`config.mk`:
```
export PLATFORM = sky130hd
export DESIGN_NAME = vcmp_unit
export DESIGN_NICKNAME = d
export VERILOG_FILES = /design/src/rtl/vcmp_pkg.sv /design/src/rtl/vcmp_decode.sv /design/src/rtl/vcmp_mask_pick.sv /design/src/rtl/vcmp_elem_fmt.sv /design/src/rtl/vcmp_seq.sv /design/src/rtl/vcmp_unit.sv
export SDC_FILE = /design/constraint.sdc
export NUM_CORES = 1
export LEC_CHECK = 0
export CAP_MARGIN = 15
export CORE_MARGIN = 2
export CORE_UTILIZATION = 51
export DETAILED_ROUTE_END_ITERATION = 7
export HOLD_SLACK_MARGIN = 0.08
export PLACE_DENSITY_LB_ADDON = 0.3
export SYNTH_ARGS = -nofsm -noshare
export SYNTH_HDL_FRONTEND = slang
export SYNTH_HIERARCHICAL = 1
export SYNTH_SLANG_ARGS = --single-unit
```
`constraint.sdc`:
```
create_clock -name clk_i -period 6.58 [get_ports clk_i]
set_input_delay 1.316 -clock clk_i [delete_from_list [all_inputs] [get_ports clk_i]]
set_output_delay 1.316 -clock clk_i [all_outputs]
set_load 0.01 [all_outputs]
```
`src/rtl/vcmp_pkg.sv`:
```
package vcmp_pkg;
  localparam int unsigned ELEN = 64;

  localparam logic [6:0] OPC_VEC     = 7'b1010111;
  localparam logic [2:0] F3_MVV      = 3'b010;
  localparam logic [5:0] F6_COMPRESS = 6'b010111;

  typedef logic [4:0] vreg_t;

  typedef enum logic [1:0] {
    ST_IDLE  = 2'd0,
    ST_PACK  = 2'd1,
    ST_CLEAR = 2'd2,
    ST_DONE  = 2'd3
  } vcmp_state_e;

  typedef struct packed {
    vreg_t rd;
    vreg_t rs1;
    vreg_t rs2;
  } vcmp_regs_t;
endpackage

```
`src/rtl/vcmp_decode.sv`:
```
module vcmp_decode
  import vcmp_pkg::*;
(
  input  logic [31:0] instr_i,
  input  logic [1:0]  lmul_i,
  output vcmp_regs_t  regs_o,
  output logic        legal_o
);
  logic       match;
  logic [5:0] grp;
  logic [4:0] align_msk;
  logic       rd_ok, rs2_ok, overlap, same;
  logic [5:0] rd_end;

  assign regs_o.rd  = instr_i[11:7];
  assign regs_o.rs1 = instr_i[19:15];
  assign regs_o.rs2 = instr_i[24:20];

  // bit 25 (vm) deliberately not decoded
  assign match = (instr_i[6:0] == OPC_VEC) && (instr_i[14:12] == F3_MVV) &&
                 (instr_i[31:26] == F6_COMPRESS);

  assign grp       = 6'd1 << lmul_i;
  assign align_msk = 5'(grp - 6'd1);
  assign rd_ok     = (regs_o.rd & align_msk) == 5'd0;
  assign rs2_ok    = (regs_o.rs2 & align_msk) == 5'd0;
  assign rd_end    = {1'b0, regs_o.rd} + grp;
  assign overlap   = ({1'b0, regs_o.rs1} >= {1'b0, regs_o.rd}) &&
                     ({1'b0, regs_o.rs1} < rd_end);
  assign same      = regs_o.rd == regs_o.rs2;

  assign legal_o = match && rd_ok && rs2_ok && !overlap && !same;
endmodule

```
`src/rtl/vcmp_mask_pick.sv`:
```
module vcmp_mask_pick #(
  parameter int unsigned VLEN = 128,
  parameter int unsigned IW   = $clog2(VLEN + 1),
  parameter int unsigned MLW  = 3
) (
  input  logic [VLEN-1:0] mask_i,
  input  logic [IW-1:0]   idx_i,
  input  logic [MLW-1:0]  mlen_log2_i,
  output logic            bit_o
);
  localparam int unsigned PW = IW + (1 << MLW);
  localparam int unsigned AW = $clog2(VLEN);

  logic [PW-1:0] pos;

  assign pos   = PW'(idx_i) << mlen_log2_i;
  assign bit_o = (pos < PW'(VLEN)) ? mask_i[pos[AW-1:0]] : 1'b0;
endmodule

```
`src/rtl/vcmp_elem_fmt.sv`:
```
module vcmp_elem_fmt #(
  parameter int unsigned EW = 64
) (
  input  logic [EW-1:0] data_i,
  input  logic [1:0]    sew_i,
  input  logic          zero_i,
  output logic [EW-1:0] data_o
);
  logic [EW-1:0] variant [4];

  for (genvar g = 0; g < 4; g++) begin : g_width
    localparam int unsigned W = 8 << g;
    if (W < EW) begin : g_narrow
      assign variant[g] = {{(EW - W){1'b0}}, data_i[W-1:0]};
    end else begin : g_full
      assign variant[g] = data_i;
    end
  end

  assign data_o = zero_i ? '0 : variant[sew_i];
endmodule

```
`src/rtl/vcmp_seq.sv`:
```
module vcmp_seq
  import vcmp_pkg::*;
#(
  parameter int unsigned VLEN = 128,
  parameter int unsigned IW   = $clog2(VLEN + 1),
  parameter int unsigned MLW  = 3
) (
  input  logic            clk_i,
  input  logic            rst_ni,
  input  logic            start_i,
  input  logic            legal_i,
  input  vcmp_regs_t      regs_i,
  input  logic [IW-1:0]   vl_i,
  input  logic [1:0]      sew_i,
  input  logic [MLW-1:0]  mlen_log2_i,
  input  logic [VLEN-1:0] mask_rd_data_i,
  output logic            idle_o,
  output logic            done_o,
  output logic            illegal_o,
  output vreg_t           src_reg_o,
  output logic [IW-1:0]   src_idx_o,
  output logic            wr_en_o,
  output logic            wr_zero_o,
  output vreg_t           wr_reg_o,
  output logic [IW-1:0]   wr_idx_o,
  output logic [1:0]      wr_sew_o
);
  vcmp_state_e     state_q;
  logic [IW-1:0]   idx_q, num_q, vl_q, vlmax_q, num_next, vlmax_d;
  logic [MLW-1:0]  ml_q;
  logic [1:0]      sew_q;
  vreg_t           rd_q, rs2_q;
  logic [VLEN-1:0] mask_q;
  logic            illegal_q;
  logic            sel;

  vcmp_mask_pick #(.VLEN(VLEN), .IW(IW), .MLW(MLW)) u_pick (
    .mask_i      (mask_q),
    .idx_i       (idx_q),
    .mlen_log2_i (ml_q),
    .bit_o       (sel)
  );

  assign vlmax_d  = IW'(VLEN >> mlen_log2_i);
  assign num_next = num_q + IW'(sel);

  always_ff @(posedge clk_i or negedge rst_ni) begin
    if (!rst_ni) begin
      state_q   <= ST_IDLE;
      idx_q     <= '0;
      num_q     <= '0;
      vl_q      <= '0;
      vlmax_q   <= '0;
      ml_q      <= '0;
      sew_q     <= '0;
      rd_q      <= '0;
      rs2_q     <= '0;
      mask_q    <= '0;
      illegal_q <= 1'b0;
    end else begin
      illegal_q <= 1'b0;
      unique case (state_q)
        ST_IDLE: begin
          if (start_i) begin
            if (!legal_i) begin
              illegal_q <= 1'b1;
            end else if (vl_i == '0) begin
              state_q <= ST_DONE;
            end else begin
              state_q <= ST_PACK;
              idx_q   <= '0;
              num_q   <= '0;
              vl_q    <= vl_i;
              vlmax_q <= vlmax_d;
              ml_q    <= mlen_log2_i;
              sew_q   <= sew_i;
              rd_q    <= regs_i.rd;
              rs2_q   <= regs_i.rs2;
              mask_q  <= mask_rd_data_i;
            end
          end
        end
        ST_PACK: begin
          idx_q <= idx_q + IW'(1);
          num_q <= num_next;
          if (idx_q == vl_q - IW'(1)) begin
            state_q <= (num_next < vlmax_q) ? ST_CLEAR : ST_DONE;
          end
        end
        ST_CLEAR: begin
          num_q <= num_q + IW'(1);
          if (num_q == vlmax_q - IW'(1)) state_q <= ST_DONE;
        end
        default: state_q <= ST_IDLE;
      endcase
    end
  end

  assign idle_o    = state_q == ST_IDLE;
  assign done_o    = state_q == ST_DONE;
  assign illegal_o = illegal_q;
  assign src_reg_o = rs2_q;
  assign src_idx_o = idx_q;
  assign wr_en_o   = (state_q == ST_CLEAR) || ((state_q == ST_PACK) && sel);
  assign wr_zero_o = state_q == ST_CLEAR;
  assign wr_reg_o  = rd_q;
  assign wr_idx_o  = num_q;
  assign wr_sew_o  = sew_q;

  assert_pack_order_R2: assert property (@(posedge clk_i) disable iff (!rst_ni)
    (state_q == ST_PACK) |-> (num_q <= idx_q));

  assert_tail_bound_R3: assert property (@(posedge clk_i) disable iff (!rst_ni)
    wr_en_o |-> (wr_idx_o < vlmax_q));

  assert_vl_zero_R4: assert property (@(posedge clk_i) disable iff (!rst_ni)
    (idle_o && start_i && legal_i && vl_i == '0) |=> (done_o && !wr_en_o));

  assert_done_pulse_R10: assert property (@(posedge clk_i) disable iff (!rst_ni)
    done_o |=> !done_o);

  assert_illegal_idle_R11: assert property (@(posedge clk_i) disable iff (!rst_ni)
    (idle_o && start_i && !legal_i) |=> (illegal_o && idle_o && !wr_en_o));
endmodule

```
`src/rtl/vcmp_unit.sv`:
```
module vcmp_unit
  import vcmp_pkg::*;
#(
  parameter int unsigned VLEN = 128,
  parameter int unsigned IW   = $clog2(VLEN + 1),
  parameter int unsigned MLW  = 3
) (
  input  logic            clk_i,
  input  logic            rst_ni,
  input  logic            start_i,
  input  logic [31:0]     instr_i,
  input  logic [IW-1:0]   vl_i,
  input  logic [1:0]      sew_i,
  input  logic [1:0]      lmul_i,
  input  logic [MLW-1:0]  mlen_log2_i,
  output logic            done_o,
  output logic            illegal_o,
  output logic [4:0]      mask_rd_reg_o,
  input  logic [VLEN-1:0] mask_rd_data_i,
  output logic [4:0]      src_rd_reg_o,
  output logic [IW-1:0]   src_rd_idx_o,
  input  logic [ELEN-1:0] src_rd_data_i,
  output logic            dst_wr_en_o,
  output logic [4:0]      dst_wr_reg_o,
  output logic [IW-1:0]   dst_wr_idx_o,
  output logic [1:0]      dst_wr_sew_o,
  output logic [ELEN-1:0] dst_wr_data_o
);
  vcmp_regs_t regs;
  logic       legal, idle, wr_zero;

  vcmp_decode u_dec (
    .instr_i (instr_i),
    .lmul_i  (lmul_i),
    .regs_o  (regs),
    .legal_o (legal)
  );

  vcmp_seq #(.VLEN(VLEN), .IW(IW), .MLW(MLW)) u_seq (
    .clk_i          (clk_i),
    .rst_ni         (rst_ni),
    .start_i        (start_i),
    .legal_i        (legal),
    .regs_i         (regs),
    .vl_i           (vl_i),
    .sew_i          (sew_i),
    .mlen_log2_i    (mlen_log2_i),
    .mask_rd_data_i (mask_rd_data_i),
    .idle_o         (idle),
    .done_o         (done_o),
    .illegal_o      (illegal_o),
    .src_reg_o      (src_rd_reg_o),
    .src_idx_o      (src_rd_idx_o),
    .wr_en_o        (dst_wr_en_o),
    .wr_zero_o      (wr_zero),
    .wr_reg_o       (dst_wr_reg_o),
    .wr_idx_o       (dst_wr_idx_o),
    .wr_sew_o       (dst_wr_sew_o)
  );

  vcmp_elem_fmt #(.EW(ELEN)) u_fmt (
    .data_i (src_rd_data_i),
    .sew_i  (dst_wr_sew_o),
    .zero_i (wr_zero),
    .data_o (dst_wr_data_o)
  );

  assign mask_rd_reg_o = regs.rs1;

  assert_rd_eq_rs2_R6: assert property (@(posedge clk_i) disable iff (!rst_ni)
    (idle && start_i && instr_i[11:7] == instr_i[24:20]) |=> illegal_o);

  assert_mask_in_rd_R7: assert property (@(posedge clk_i) disable iff (!rst_ni)
    (idle && start_i && lmul_i == 2'd0 && instr_i[19:15] == instr_i[11:7]) |=> illegal_o);

  assert_bad_opcode_R1: assert property (@(posedge clk_i) disable iff (!rst_ni)
    (idle && start_i && instr_i[6:0] != 7'b1010111) |=> (illegal_o && !done_o));

  assert_write_width_R5: assert property (@(posedge clk_i) disable iff (!rst_ni)
    (dst_wr_en_o && dst_wr_sew_o == 2'd0) |-> (dst_wr_data_o[ELEN-1:8] == '0));
endmodule

```
# After elaboration in Yosys (flattened, before gate mapping)
# Index checks and enable logic that the tools add are counted.
dict set report classes {
  order_cmp 6
  mux 22
  n_addsub 7
  bitwise_logic 4
  eq_ne 14
  n_shift 3
  n_reduce_logical 21
}
# op n
set op_table {}
lappend op_table {{2-to-1 mux 64 bit} 3}
lappend op_table {{binary-select mux 64 bit (select 2 bit)} 1}
lappend op_table {{2-to-1 mux 8 bit} 3}
lappend op_table {{case mux 8 bit (3 select lines)} 1}
lappend op_table {{adder 8 x 1 -> 8 bit (second input constant)} 2}
lappend op_table {{== test 8 bit} 2}
lappend op_table {{less-than comparator 16 x 8 -> 1 bit (second input constant)} 1}
lappend op_table {{case mux 8 bit (2 select lines)} 1}
lappend op_table {{AND reduction 4 bit} 4}
lappend op_table {{<< shifter 8 x 3 -> 16 bit} 1}
lappend op_table {{subtractor 8 x 1 -> 8 bit (second input constant)} 2}
lappend op_table {{AND 5 bit} 2}
lappend op_table {{zero test 5 bit} 2}
lappend op_table {{2-to-1 mux 2 bit} 5}
lappend op_table {{adder 8 x 1 -> 8 bit} 1}
lappend op_table {{logical AND 1 bit} 8}
lappend op_table {{zero test 8 bit} 1}
lappend op_table {{less-than comparator 7 x 8 -> 1 bit (second input constant)} 1}
lappend op_table {{less-than comparator 8 bit} 1}
lappend op_table {{>> shifter 8 x 3 -> 8 bit (first input constant)} 1}
lappend op_table {{binary-select mux 1 bit (select 7 bit)} 1}
lappend op_table {{== test 7 bit (second input constant)} 1}
lappend op_table {{adder 5 x 6 -> 6 bit} 1}
lappend op_table {{== test 6 x 5 -> 1 bit (second input constant)} 1}
lappend op_table {{20 further kinds} 30}
dict set report totals {
  ff_bits 178
  in_bits 242
  output_inout_bits 100
  word_cells 88
}

# Depth between registers and ports, before layout
dict set report logic_depth {
  word_depth 11
  ltp_mapped 21
  mapped_depth_nobuf 18
}

# Modules after synthesis
# Netlist, hierarchy kept.
# mod cells_per_inst area_per_inst_um2 seq_area_each_um2 n_inst
set by_module_without_submodules {}
lappend by_module_without_submodules {vcmp_seq 892 7855.0 4454.3 1}
lappend by_module_without_submodules {vcmp_mask_pick 290 1904.3 0.0 1}
lappend by_module_without_submodules {vcmp_decode 83 636.9 0.0 1}
lappend by_module_without_submodules {vcmp_elem_fmt 75 513.0 0.0 1}

# Worst setup path after synthesis
# Ideal clock, no wire load.
dict set report synth_path {
  path_type {input to register}
  start {input lmul_i[0]}
  end {register u_seq.idx_q[5], in the netlist u_seq/src_idx_o[5]}
  setup_time_ps 128
  arrival_ps 4322
  path_slack_ps 2130
  cell_stages 19
  path_buffers 1
  required_ps 6452
  path_cell_list {nor2b_2 xnor2_1 ha_1 a21oi_1 o21ai_1 xnor2_1 ha_1 a21o_1 a31oi_1 a311o_1 a221oi_2 and3_1 buf_2 o21ai_2 o21ai_1 and4_1 nand3_1 xor2_1 nor2_1}
}
dict set report synth_between {
  elab_chain_cells 10
  elab_cells_between_ends 16
  cone_classes {add/sub: 2; order compare: 1; eq/ne: 1; shift: 1; bitwise: 2; reduce/logical: 9}
}
# item line
set synth_lines {}
lappend synth_lines {{start: declaration} vcmp_unit.sv:14} ;# input logic [1:0] lmul_i,
lappend synth_lines {{<< shifter 1 x 2 -> 6 bit (*)} vcmp_decode.sv:23} ;# assign grp = 6'd1 << lmul_i;
lappend synth_lines {{branches (longest 5 deep; another with adder 5 x 6 -> 6 bit)} --}
lappend synth_lines {{logical AND 1 bit (*) (2 in a row)} vcmp_decode.sv:32} ;# assign legal_o = match && rd_ok && rs2_ok && !overlap && !same;
lappend synth_lines {{named net legal} vcmp_unit.sv:30} ;# logic legal, idle, wr_zero;
lappend synth_lines {{inequality test 2 x 1 -> 1 bit (no line) (*)} --}
lappend synth_lines {{AND reduction 4 bit (no line) (*)} --}
lappend synth_lines {{end signal: assignment} vcmp_seq.sv:84} ;# idx_q <= idx_q + IW'(1);
lappend synth_lines {{end: declaration} vcmp_seq.sv:29} ;# logic [IW-1:0] idx_q, num_q, vl_q, vlmax_q, num_next, vlmax_d;
# Mark *: on every way through the listed nets, which the timed path passes.
# A chain may end at the register's enable or synchronous reset.

# Worst setup path in the final report
dict set report layout_path {
  start {register u_seq.ml_q[0]}
  end {output dst_wr_en_o}
}
dict set report layout_between {
  elab_chain_cells 6
  elab_cells_between_ends 7
  cone_classes {order compare: 1; shift: 1; mux: 3; reduce/logical: 2}
}
# item line
set layout_lines {}
lappend layout_lines {{start: declaration} vcmp_seq.sv:30} ;# logic [MLW-1:0] ml_q;
lappend layout_lines {{start signal: assignment} vcmp_seq.sv:75} ;# ml_q <= mlen_log2_i;
lappend layout_lines {{<< shifter 8 x 3 -> 16 bit (*)} vcmp_mask_pick.sv:16} ;# assign pos = PW'(idx_i) << mlen_log2_i;
lappend layout_lines {{binary-select mux 1 bit (select 7 bit)} vcmp_mask_pick.sv:17} ;# assign bit_o = (pos < PW'(VLEN)) ? mask_i[pos[AW-1:0]] : 1'b0;
lappend layout_lines {{2-to-1 mux 1 bit (implied by the code)} vcmp_mask_pick.sv:17}
lappend layout_lines {{2-to-1 mux 1 bit (*)} vcmp_mask_pick.sv:17}
lappend layout_lines {{named net u_seq.sel} vcmp_seq.sv:35} ;# logic sel;
lappend layout_lines {{logical AND 1 bit (*)} vcmp_seq.sv:104} ;# assign wr_en_o = (state_q == ST_CLEAR) || ((state_q == ST_PACK) && sel);
lappend layout_lines {{logical OR 1 bit (*)} vcmp_seq.sv:104}
lappend layout_lines {{end: declaration} vcmp_unit.sv:23} ;# output logic dst_wr_en_o,
# Mark *: on every way through the listed nets, which the timed path passes. The rest lies on a longest branch. The select of a mux whose other input is x is not followed.

==> run_results.csv <==
group,metric,value,unit
setup_path,worst-path-stages,9,
die,start_util,51.90,%
sta,final-max-slew-violation-count,0,
cts,post-cts-setup-buffers,0,
synthesis,ys_types,91,
die,core_area,0.02102,mm^2
setup_path,worstSetupPathType,"flip-flop to output pin",
detailed_routing,drc,0,
synthesis,syn-num-nets,1613,
synthesis,synthFlopType,"dfrtp_1",
global_route,grt_pass1_wl,55810,um
detailed_routing,firstDrtPassIters,7,
setup_path,start_kind,"flip-flop",
setup_path,cpPeakStageDelay,0.71,ns
setup_path,cp_top_family,"compound AO/OA/AOI/OAI gates",
setup_path,arrival,4.64,ns
setup_path,path_cells,"nand2b_1, mux2i_4, o211ai_1, o311ai_0, nand3_1, a311o_1, o32ai_2, a21o_1, clkdlybuf4s50_1",
setup_path,r2r_cells,18,
synthesis,netlist_area,0.01091,mm^2
cts,clk_latency,0.43,ns
synthesis,yosysMostFrequentCell,"nand2_1",
sta,setup_violations,0,
synthesis,ys_warn_count,6,
synthesis,synth-edff-count,0,
die,ioPinCount,342,
synthesis,yosysTopAreaCellShare,40.83,%
detailed_routing,postRouteAntennaNets,0,
placed_design,gp_congestion,0.9665,
die,die_h,150.3,um
power_and_ir_drop,max-vdd-ir-drop,0.1467,mV
sta,fmax,167.9,MHz
finish,finalCoreUtilization,71.04,%
placed_design,port_buffers,340,
global_route,groute.usage.overall,31.77,%
setup_path,slowest_stage,"dfrtp_1",
cts,clk_pin_slew_worst_paths,0.07,ns
placed_design,dpl_worst_slack,0.7942,ns
setup_path,path_max_fanout,22,
cts,htreeDepth,4,
outcome,outcome,"finished, final reports clean",
die,fp-row-count,53,
min_path,hold_path_class,"flip-flop to flip-flop",
placed_design,dp_hpwl,25620,um
sta,tns,0,ns
sta,finalHoldViolCount,0,
synthesis,ys_top_cells_by_count,"nand2_1, dfrtp_1, nor2_1",
finish,layout.cells.non_filler,1909,
sta,fin_ws,0.6254,ns
setup_path,cp-end-kind,"output pin",
synthesis,synth_area_leaders,"dfrtp_1, nand2_1, ha_1",
synthesis,syn-instance-count,1340,
cts,cts.sinks,178,
setup_path,crit_buf_inv,1,
cts,clock_path_buffers,2,
sta,fin_skew,0.01337,ns
synthesis,ys_ff_latch,178,
die,dieArea,0.02258,mm^2
sta,fin_crit,5.955,ns
placed_design,placed_cells,1874,
finish,syn2layout_area_growth,36.89,%
power_and_ir_drop,cellPowerDensity,159.2,mW/mm^2
sta,rsz0062_at_grt,"no",
cts,cts_resized,0,
min_path,worstHoldStart,"u_seq/mask_q[59]",
die,fp.dieW,150.3,um
cts,clockRootBuffer,"clkbuf_16",
power_and_ir_drop,leakage,7.185,nW
setup_path,cp.required,5.26,ns
detailed_routing,finalWirelength,35770,um
setup_path,rrSetupSlack,0.74,ns
detailed_routing,first_iter_violations,1122,
global_route,antenna_found_initial,6,
sta,relSlewSlack,35.69,%
finish,nets,1891,
synthesis,avgSynthCellArea,8.141,um^2
synthesis,seq_area_frac_synth,40.83,%
cts,tritoncts,"yes",
finish,drive_gt1_share,6.376,%
global_route,grt_max_degree,162,
sta,fin_crit_sh,90.50,%
sta,tightest_slew,0.9611,ns
detailed_routing,num_vias,10800,
global_route,grt-ovfl-total,0,
synthesis,yosysTopAreaCell,"dfrtp_1",
min_path,hold_path_depth,2,
setup_path,setup.worst_path.start,"u_seq/ml_q[0]",
global_route,grt_pass1_vias,10310,
setup_path,reg2reg_from,"u_seq/ml_q[0]",
detailed_routing,viasPerCell,5.657,
sta,hold-worst-slack,0.4731,ns
synthesis,ys_async_sr_fraction,100.0,%
cts,cts_buffers,17,
cts,postCtsHoldBufs,0,
detailed_routing,avgRoutedWirePerCell,18.74,um
run,maxCapViolCount,0,
-- metrics by stage --
step	area, um^2	total power [W]
final	14930	0.002377
after global routing	14930	0.002451
after CTS	14930	0.002393
after detailed placement	14310	0.001333
after global placement	14310	0.001330
after floorplan	10910	0.001154
-- registers in the layout, summed over array words and instances, names as in the netlist --
name,cells
u_seq/illegal_o,1
u_seq/mask_q,128
u_seq/ml_q,3
u_seq/src_idx_o,8
u_seq/src_reg_o,5
u_seq/state_q,2
u_seq/vl_q,8
u_seq/vlmax_q,8
u_seq/wr_idx_o,8
u_seq/wr_reg_o,5
u_seq/wr_sew_o,2
-- routing by layer --
metal / wire length, um / GRT usage [%] / vias up
li1: - / - / 5072
met1: 15260 / 44.73 / 5079
met2: 16230 / 49.45 / 562
met3: 3501 / 7.909 / 78
met4: 716 / 7.830 / 8
met5: 59 / 0 / -
-- cell families after synthesis --
group                    Yosys count  synth area share, %
AND/OR/NAND/NOR                  747                30.82
AO/OA/AOI/OAI                    190                12.36
flip-flops                       178                40.83
buffers and inverters            124                5.758
XOR/XNOR                          37                3.143
multiplexers                      32                3.429
adder cells (fa/ha/maj)           32                3.659
-- cell usage in the layout (no fill, tap or decap), drive strengths merged, types with 7 or more instances in the layout --
cell type,instances
nor2b,20
ha,31
o221ai,7
clkdlybuf4s50,339
a21oi,26
mux2i,24
nor3,9
nand3,25
a31oi,10
and2,29
nand2,524
xor2,22
o22ai,17
o21ai,48
buf,18
mux2,7
nor2,44
inv,33
a21o,8
and3,36
xnor2,15
nand4,15
clkbuf,17
dfrtp,178
-- where the power goes --
part	leakage (nW)	switching, W	total (W)	internal, W
sequential	2.43	0	0.00109	0.00109
combinational	4.46	0.0000733	0.000219	0.000146
clock	0.298	0.000485	0.00107	0.000580
-- worst paths after layout --
check	to
setup reg to reg	u_seq/state_q[0]
hold / removal	u_seq/mask_q[59]
setup / recovery	dst_wr_en_o
min in group asynchronous	u_seq/vl_q[0]
max in group asynchronous	u_seq/mask_q[66]
hold reg to reg	u_seq/mask_q[59]
-- tightest hold or removal path: stages (launching register included) --
cell	delay, ns
dfrtp_1	0.34
nand2_1	0.05
nand2_1	0.05
-- final cells by class --
type / count / area, um^2
fillers: 1645 / 6088
diodes: 3 / 7.507
inverters: 26 / 97.59
flip-flops and latches: 178 / 4454
well taps: 275 / 344.1
repair buffers: 357 / 3570
clock inverters: 15 / 192.7
clock buffers: 17 / 425.4
multi-input cells: 1038 / 5842
Power figures use the tool's default switching activity.
